<file path="src/rtl/wdt_pkg.sv">
// Shared constants for the watchdog: register addresses and field positions.
// Assumes a byte-wide register bus with a 2-bit address.
package wdt_pkg;
    localparam int DATA_W     = 8;
    localparam int ADDR_W     = 2;
    localparam int IRQ_LINES  = 16;
    localparam int MAP_W      = $clog2(IRQ_LINES);

    localparam logic [ADDR_W-1:0] A_TVAL = 2'd0;
    localparam logic [ADDR_W-1:0] A_CFG  = 2'd1;
    localparam logic [ADDR_W-1:0] A_CTRL = 2'd2;

    localparam int CFG_KBD     = 1;
    localparam int CFG_MOUSE   = 2;
    localparam int CFG_MAP_LSB = 4;
    localparam logic [DATA_W-1:0] CFG_MASK = 8'hF6;

    localparam int CTRL_STAT  = 0;
    localparam int CTRL_FORCE = 2;
    localparam int CTRL_PINEN = 3;
endpackage

</file>
<file path="src/rtl/wdt_regs.sv">
// Register file: timeout value, configuration and control with sticky status.
// Assumes synchronous active-low resets; bus reset blocks writes and keeps status.
module wdt_regs
    import wdt_pkg::*;
(
    input  logic              clk,
    input  logic              rst_n,
    input  logic              bus_rst_n,
    input  logic              we,
    input  logic [ADDR_W-1:0] addr,
    input  logic [DATA_W-1:0] wdata,
    output logic [DATA_W-1:0] rdata,
    input  logic              timeout_evt,
    output logic              status,
    output logic              kbd_en,
    output logic              mouse_en,
    output logic [MAP_W-1:0]  irq_map,
    output logic              pin_en,
    output logic              force_wr,
    output logic [DATA_W-1:0] tval,
    output logic              tval_wr
);
    logic [DATA_W-1:0] cfg_q;
    logic              ctrl_wr;
    logic              cfg_wr;

    // Decode write strobes; writes are blocked during bus reset.
    always_comb begin
        tval_wr  = we && bus_rst_n && (addr == A_TVAL);
        cfg_wr   = we && bus_rst_n && (addr == A_CFG);
        ctrl_wr  = we && bus_rst_n && (addr == A_CTRL);
        force_wr = ctrl_wr && wdata[CTRL_FORCE];
    end

    // Configuration, pin enable and timeout value; cleared by either reset.
    always_ff @(posedge clk) begin
        if (!rst_n || !bus_rst_n) begin
            cfg_q  <= '0;
            pin_en <= 1'b0;
            tval   <= '0;
        end else begin
            if (cfg_wr)  cfg_q  <= wdata & CFG_MASK;
            if (ctrl_wr) pin_en <= wdata[CTRL_PINEN];
            if (tval_wr) tval   <= wdata;
        end
    end

    // Sticky status: cleared only by power-on reset; events win over writes.
    always_ff @(posedge clk) begin
        if (!rst_n)           status <= 1'b0;
        else if (timeout_evt) status <= 1'b1;
        else if (ctrl_wr)     status <= wdata[CTRL_STAT];
    end

    // Field extraction from the configuration byte.
    always_comb begin
        kbd_en   = cfg_q[CFG_KBD];
        mouse_en = cfg_q[CFG_MOUSE];
        irq_map  = cfg_q[CFG_MAP_LSB +: MAP_W];
    end

    // Read multiplexer; the force bit and reserved bits read as zero.
    always_comb begin
        rdata = '0;
        case (addr)
            A_TVAL: rdata = tval;
            A_CFG:  rdata = cfg_q;
            A_CTRL: begin
                rdata[CTRL_STAT]  = status;
                rdata[CTRL_PINEN] = pin_en;
            end
            default: rdata = '0;
        endcase
    end
endmodule

</file>
<file path="src/rtl/wdt_counter.sv">
// Down-counter: loads on a value write or a reload, steps on tick, flags expiry.
// Assumes tick is one clock wide; a count of zero means stopped.
module wdt_counter #(
    parameter int W = 8
) (
    input  logic         clk,
    input  logic         rst_n,
    input  logic         bus_rst_n,
    input  logic         tick,
    input  logic         load,
    input  logic [W-1:0] load_val,
    input  logic         reload,
    input  logic [W-1:0] reload_val,
    output logic [W-1:0] cnt,
    output logic         expire
);
    localparam logic [W-1:0] ONE = W'(1);

    // Expiry when the last tick arrives with no competing load.
    always_comb begin
        expire = bus_rst_n && tick && (cnt == ONE) && !load && !reload;
    end

    // Count register: load beats reload beats tick.
    always_ff @(posedge clk) begin
        if (!rst_n || !bus_rst_n)   cnt <= '0;
        else if (load)              cnt <= load_val;
        else if (reload)            cnt <= reload_val;
        else if (tick && cnt != '0) cnt <= cnt - ONE;
    end
endmodule

</file>
<file path="src/rtl/wdt_pin_edge.sv">
// Synchronizes the pin and emits a one-cycle pulse per qualifying rising edge.
// Assumes an asynchronous pin; gating by enable makes enable-while-high an edge.
module wdt_pin_edge #(
    parameter int SYNC_STAGES = 2
) (
    input  logic clk,
    input  logic rst_n,
    input  logic pin,
    input  logic en,
    output logic pulse
);
    logic [SYNC_STAGES-1:0] sync_q;
    logic                   armed_q;
    logic                   qual;

    // Synchronizer chain, one stage per generate step.
    generate
        for (genvar s = 0; s < SYNC_STAGES; s++) begin : g_sync
            always_ff @(posedge clk) begin
                if (!rst_n)     sync_q[s] <= 1'b0;
                else if (s == 0) sync_q[s] <= pin;
                else             sync_q[s] <= sync_q[(s == 0) ? 0 : s-1];
            end
        end
    endgenerate

    // Enable-gated level, whose rising edge is the qualifying event.
    always_comb qual = sync_q[SYNC_STAGES-1] && en;

    // Remember the gated level of the previous cycle.
    always_ff @(posedge clk) begin
        if (!rst_n) armed_q <= 1'b0;
        else        armed_q <= qual;
    end

    // Single pulse on a 0-to-1 change of the gated level.
    always_comb pulse = qual && !armed_q;
endmodule

</file>
<file path="src/rtl/wdt_irq_map.sv">
// Decodes the mapping field into interrupt lines, held while status is set.
// Assumes line 0 means disabled and is never driven.
module wdt_irq_map #(
    parameter int LINES = 16,
    localparam int MW   = $clog2(LINES)
) (
    input  logic [MW-1:0]    sel,
    input  logic             status,
    output logic [LINES-1:0] lines
);
    // One comparator per line; line 0 tied low.
    generate
        for (genvar i = 0; i < LINES; i++) begin : g_line
            if (i == 0) begin : g_off
                assign lines[i] = 1'b0;
            end else begin : g_on
                localparam logic [MW-1:0] IDX = MW'(i);
                assign lines[i] = status && (sel == IDX);
            end
        end
    endgenerate
endmodule

</file>
<file path="src/rtl/wdt_event_timer.sv">
// Top: watchdog with keyboard/mouse reload, forced timeout by write or pin edge.
// Assumes one clock domain; kbc_pin is asynchronous and synchronized inside.
module wdt_event_timer
    import wdt_pkg::*;
(
    input  logic                 clk,
    input  logic                 rst_n,
    input  logic                 bus_rst_n,
    input  logic                 reg_we,
    input  logic [ADDR_W-1:0]    reg_addr,
    input  logic [DATA_W-1:0]    reg_wdata,
    output logic [DATA_W-1:0]    reg_rdata,
    input  logic                 tick,
    input  logic                 kbd_irq,
    input  logic                 mouse_irq,
    input  logic                 kbc_pin,
    output logic [IRQ_LINES-1:0] irq_out
);
    logic              status, kbd_en, mouse_en, pin_en;
    logic              force_wr, tval_wr, reload, expire, pin_pulse, timeout_evt;
    logic [MAP_W-1:0]  irq_map;
    logic [DATA_W-1:0] tval, cnt;

    // Combine reload sources and timeout sources.
    always_comb begin
        reload      = (kbd_irq && kbd_en) || (mouse_irq && mouse_en);
        timeout_evt = expire || force_wr || pin_pulse;
    end

    wdt_regs u_regs (
        .clk(clk), .rst_n(rst_n), .bus_rst_n(bus_rst_n),
        .we(reg_we), .addr(reg_addr), .wdata(reg_wdata), .rdata(reg_rdata),
        .timeout_evt(timeout_evt), .status(status), .kbd_en(kbd_en),
        .mouse_en(mouse_en), .irq_map(irq_map), .pin_en(pin_en),
        .force_wr(force_wr), .tval(tval), .tval_wr(tval_wr)
    );

    wdt_counter #(.W(DATA_W)) u_cnt (
        .clk(clk), .rst_n(rst_n), .bus_rst_n(bus_rst_n), .tick(tick),
        .load(tval_wr), .load_val(reg_wdata), .reload(reload),
        .reload_val(tval), .cnt(cnt), .expire(expire)
    );

    wdt_pin_edge #(.SYNC_STAGES(2)) u_pin (
        .clk(clk), .rst_n(rst_n), .pin(kbc_pin), .en(pin_en), .pulse(pin_pulse)
    );

    wdt_irq_map #(.LINES(IRQ_LINES)) u_irq (
        .sel(irq_map), .status(status), .lines(irq_out)
    );
endmodule

</file>
<file path="config.mk">
export PLATFORM = sky130hd
export DESIGN_NAME = wdt_event_timer
export DESIGN_NICKNAME = d
export VERILOG_FILES = /design/src/rtl/wdt_pkg.sv /design/src/rtl/wdt_regs.sv /design/src/rtl/wdt_counter.sv /design/src/rtl/wdt_pin_edge.sv /design/src/rtl/wdt_irq_map.sv /design/src/rtl/wdt_event_timer.sv
export SDC_FILE = /design/constraint.sdc
export NUM_CORES = 1
export LEC_CHECK = 0
export CORE_ASPECT_RATIO = 1.4
export CORE_MARGIN = 3
export CORE_UTILIZATION = 52
export DETAILED_ROUTE_END_ITERATION = 10
export DONT_BUFFER_PORTS = 1
export PLACE_DENSITY = 0.64
export SLEW_MARGIN = 25
export SYNTH_ARGS = -nofsm -noshare
export SYNTH_HDL_FRONTEND = slang
export SYNTH_SLANG_ARGS = --single-unit
</file>
<file path="constraint.sdc">
create_clock -name clk -period 1.9 [get_ports clk]
set_input_delay 0.095 -clock clk [delete_from_list [all_inputs] [get_ports clk]]
set_output_delay 0.095 -clock clk [all_outputs]
set_load 0.02 [all_outputs]
</file>
==> key figures <==
CTS
  • Root buf cell: clkbuf_8
  • CTS clock-pin slew for the worst setup and hold paths: 0.09 ns
  • Max Buffers Root-to-Sink: 2
  • Clk_lat worst skew: 0.27 ns
  • CTS tree: done
  • PostCTS Resize Cnt: 0
  • Cts bufs inserted: 3
  • CTS sink count: 27
  • H-tree depth: 1

Critical path
  • CP endpoint: u_cnt.cnt[5]
  • Crit-path max FO: 7
  • R2R setup slack: 0.14 ns
  • CP required: 2.09 ns
  • Crit path from: u_cnt.cnt[0]
  • FF-to-FF path depth: 4
  • Crit. End Element: register
  • CP Class: reg2reg
  • Critical R2R Capture: u_cnt.cnt[5]
  • Worst r2r src: u_cnt.cnt[0]
  • Crit path DAT: 1.94 ns
  • Critical path launch point type: register

Logic synthesis
  • Seq cells post-synth: 27
  • Post-Syn Area per Cell: 8.04 um2
  • Synth Area in Adders: 2.38%
  • Seq/Total Area, Yosys: 34.3%
  • Main combinational cell family by area after synthesis: simple AND/OR/NAND/NOR gates
  • Simple-Gate Fraction of Synth Area: 31.5%
  • Yosys warning total: 0
  • Top cell type's share of synthesized area: 34.3%
  • Post-synth EDFFs: 0
  • Mapped Area: 0.00158 mm2
  • Ys async rst share: 0%
  • Cell variety after synth: 44
  • Post-synthesis mux area share: 9.53%
  • Mapped Cells: 196
  • Dominant synthesized flop cell: dfxtp_1
  • Top cells by area in the synthesized netlist: dfxtp_1 34%, mux2i_1 9.5%, nor2_1 6.4%
  • Area leader, netlist: dfxtp_1
  • Syn_nets: 217
  • Synth Area in XOR/XNOR: 1.11%
  • Compound-gate portion of the synthesized area: 16.1%

Finish
  • Area grow syn2layout: 11.8%
  • Final Util: 61.2%
  • Layout Nets: 226
  • N_diodes: 0
  • Layout cell share with drive strength beyond 1: 8.33%

Global routing
  • Total global-route track usage: 21.7%
  • Grt total ovfl: 0
  • Initial antenna violation count: 0
  • Largest net degree at the start of global routing: 15
  • Number of global-route vias before repair: 1,361
  • Global-route wire length before repair: 6290 um

Placement
  • # port buffers: 0
  • Placer Congestion: 0.817
  • Hpwl dp: 2940 um

Power
  • Sequential power share: 49.3%
  • Switching portion of total power: 28.9%
  • Largest vdd supply drop: 0.476 mV
  • Comb pwr share: 25.2%
  • Total power: 1.27 mW
  • Pwr/cell area: 720 mW/mm2
  • Internal: 0.901 mW
  • Leak pwr: 0.666 nW
  • P_sw: 0.367 mW
  • Clock share of power: 25.5%

Timing
  • Clk_skew: 0.00339 ns
  • Max Clk Rate: 569 MHz
  • Part of the cycle the worst path needs: 92.5%
  • Worst Tran Pin Value: 0.648 ns
  • # setup viols final: 0
  • Max Slew Vio Count: 0
  • Hold Vio Cnt, Final: 0
  • Relative slew margins: 56.5%
  • Post-layout min period: 1.76 ns
  • Sum of negative setup slack: 0 ns
  • RSZ-0062 raised after global routing: false

Die
  • Core Rows: 23
  • Die W: 52.5 um
  • Die ar.: 0.00373 mm2
  • # IOs: 42
  • Core footprint: 0.00288 mm2
  • Starting Density: 54.7%
  • DIE HEIGHT: 71.1 um

Run
  • Max Cap Violations: 0

Route
  • Initial drt markers: 38
  • DR pass1 iterations: 5
  • Post-DR wirelength/cell: 16.1 um
  • Post-Route WL: 3880 um
  • # DRC: 0
  • Drt via density: 6.05
  • Routed vias: 1,457
  • Number of nets with antenna violations after routing: 0

Status
  • Status: complete, no violations

Min path
  • Hold crit path type: in2reg
  • Worst Hold Path Cells: 2
## layout by cell type (no fill, tap or decap), drive strengths merged, types with 5 or more instances in the layout
cell         netlist  layout
nand2             26      26
dfxtp             27      27
mux2i             15      15
a311oi             7       7
buf                3       8
nor3              14      14
nor2              27      27
dlygate4sd3        0      10
a21oi              8       8
o21ai              5       5
## final cells by class
cell class	count	area [um2]
inverter	3	11.3
clock buffer	4	45.0
tap	37	46.3
multi-input combinational	152	958
timing repair buffer	18	160
fill	270	1120
sequential	27	541
## cell usage after synthesis, types with 2 or more instances
master     n
clkbuf_1  11
a21oi_1    8
a311oi_1   6
a211oi_1   3
nand2_1   25
dfxtp_1   27
or3_1      3
nor4_1     2
nor3_1    14
inv_1      3
xnor2_1    2
and2_1     2
nand3_1    3
o211ai_1   4
mux2i_1   15
nand3b_1   3
ha_1       3
nand2b_1   3
and3_1     2
nor2_1    27
o21ai_0    5
nand4b_1   2
and4_1     2
## logic make-up (layout without fill, tap and decap cells)
logic type	count (synthesis)	count (layout)
other	1	1
muxes	15	15
adders and majority gates	3	3
AOI/OAI and AO/OA	35	35
DFF	27	27
xor gates and xnor gates	2	2
buffers and inverters	17	25
and+or+nand+nor	96	96
## sequential cells by signal (all words and copies together), names as in the netlist
register,count
u_pin.armed_q,1
u_cnt.cnt,8
u_regs.cfg_q,6
u_regs.pin_en,1
u_regs.tval,8
u_regs.status,1
u_pin.sync_q,2
## worst min path at each step
stage,start,endpoint,slack [ns]
2_1_floorplan,rst_n,u_regs.status,0.21
3_3_place_gp,rst_n,u_regs.status,0.22
3_5_place_dp,rst_n,u_pin.sync_q[0],0.22
4_1_cts,reg_wdata[2],u_regs.tval[2],0.003
5_1_grt,reg_wdata[0],u_regs.tval[0],0.01
6_report,reg_wdata[4],u_regs.tval[4],0.01
## repair_timing
action,in CTS,in global routing
endpoints found under the hold margin,15,1
hold buffers,9,1
setup buffers,0,0
## power by group through the flow
| stage | clock, mW | sequential (mW) | combinational (mW) |
|---|---|---|---|
| floorplan | 0 | 0.625 | 0.261 |
| global placement | 0 | 0.637 | 0.296 |
| detailed placement | 0 | 0.638 | 0.297 |
| CTS | 0.332 | 0.624 | 0.316 |
| global route | 0.367 | 0.631 | 0.356 |
| finish | 0.323 | 0.626 | 0.319 |
## worst max-delay path: stages (launching register included)
cell and delay, ns:
dfxtp_1 0.38, or4_4 0.56, or3_1 0.32, a31o_1 0.22
a311oi_2 0.19
## per-layer routing
layer  wire length [um]  GRT usage, %
met1               1660          27.7
met4                 61          7.95
met2               1880          36.6
met3                276          2.74
met5                  0             0
## per-stage QoR
stage | setup WS, ns | instance area (um2) | hold WS, ns | std cells
finish | 0.143 | 1760 | 0.0131 | 241
global route | 0.0577 | 1760 | 0.0149 | 241
CTS | 0.140 | 1750 | 0.00262 | 240
detailed placement | 0.155 | 1620 | 0.222 | 227
global placement | 0.211 | 1620 | 0.217 | 227
floorplan | 0.240 | 1580 | 0.213 | 196
(Power assumes the default switching activity.)
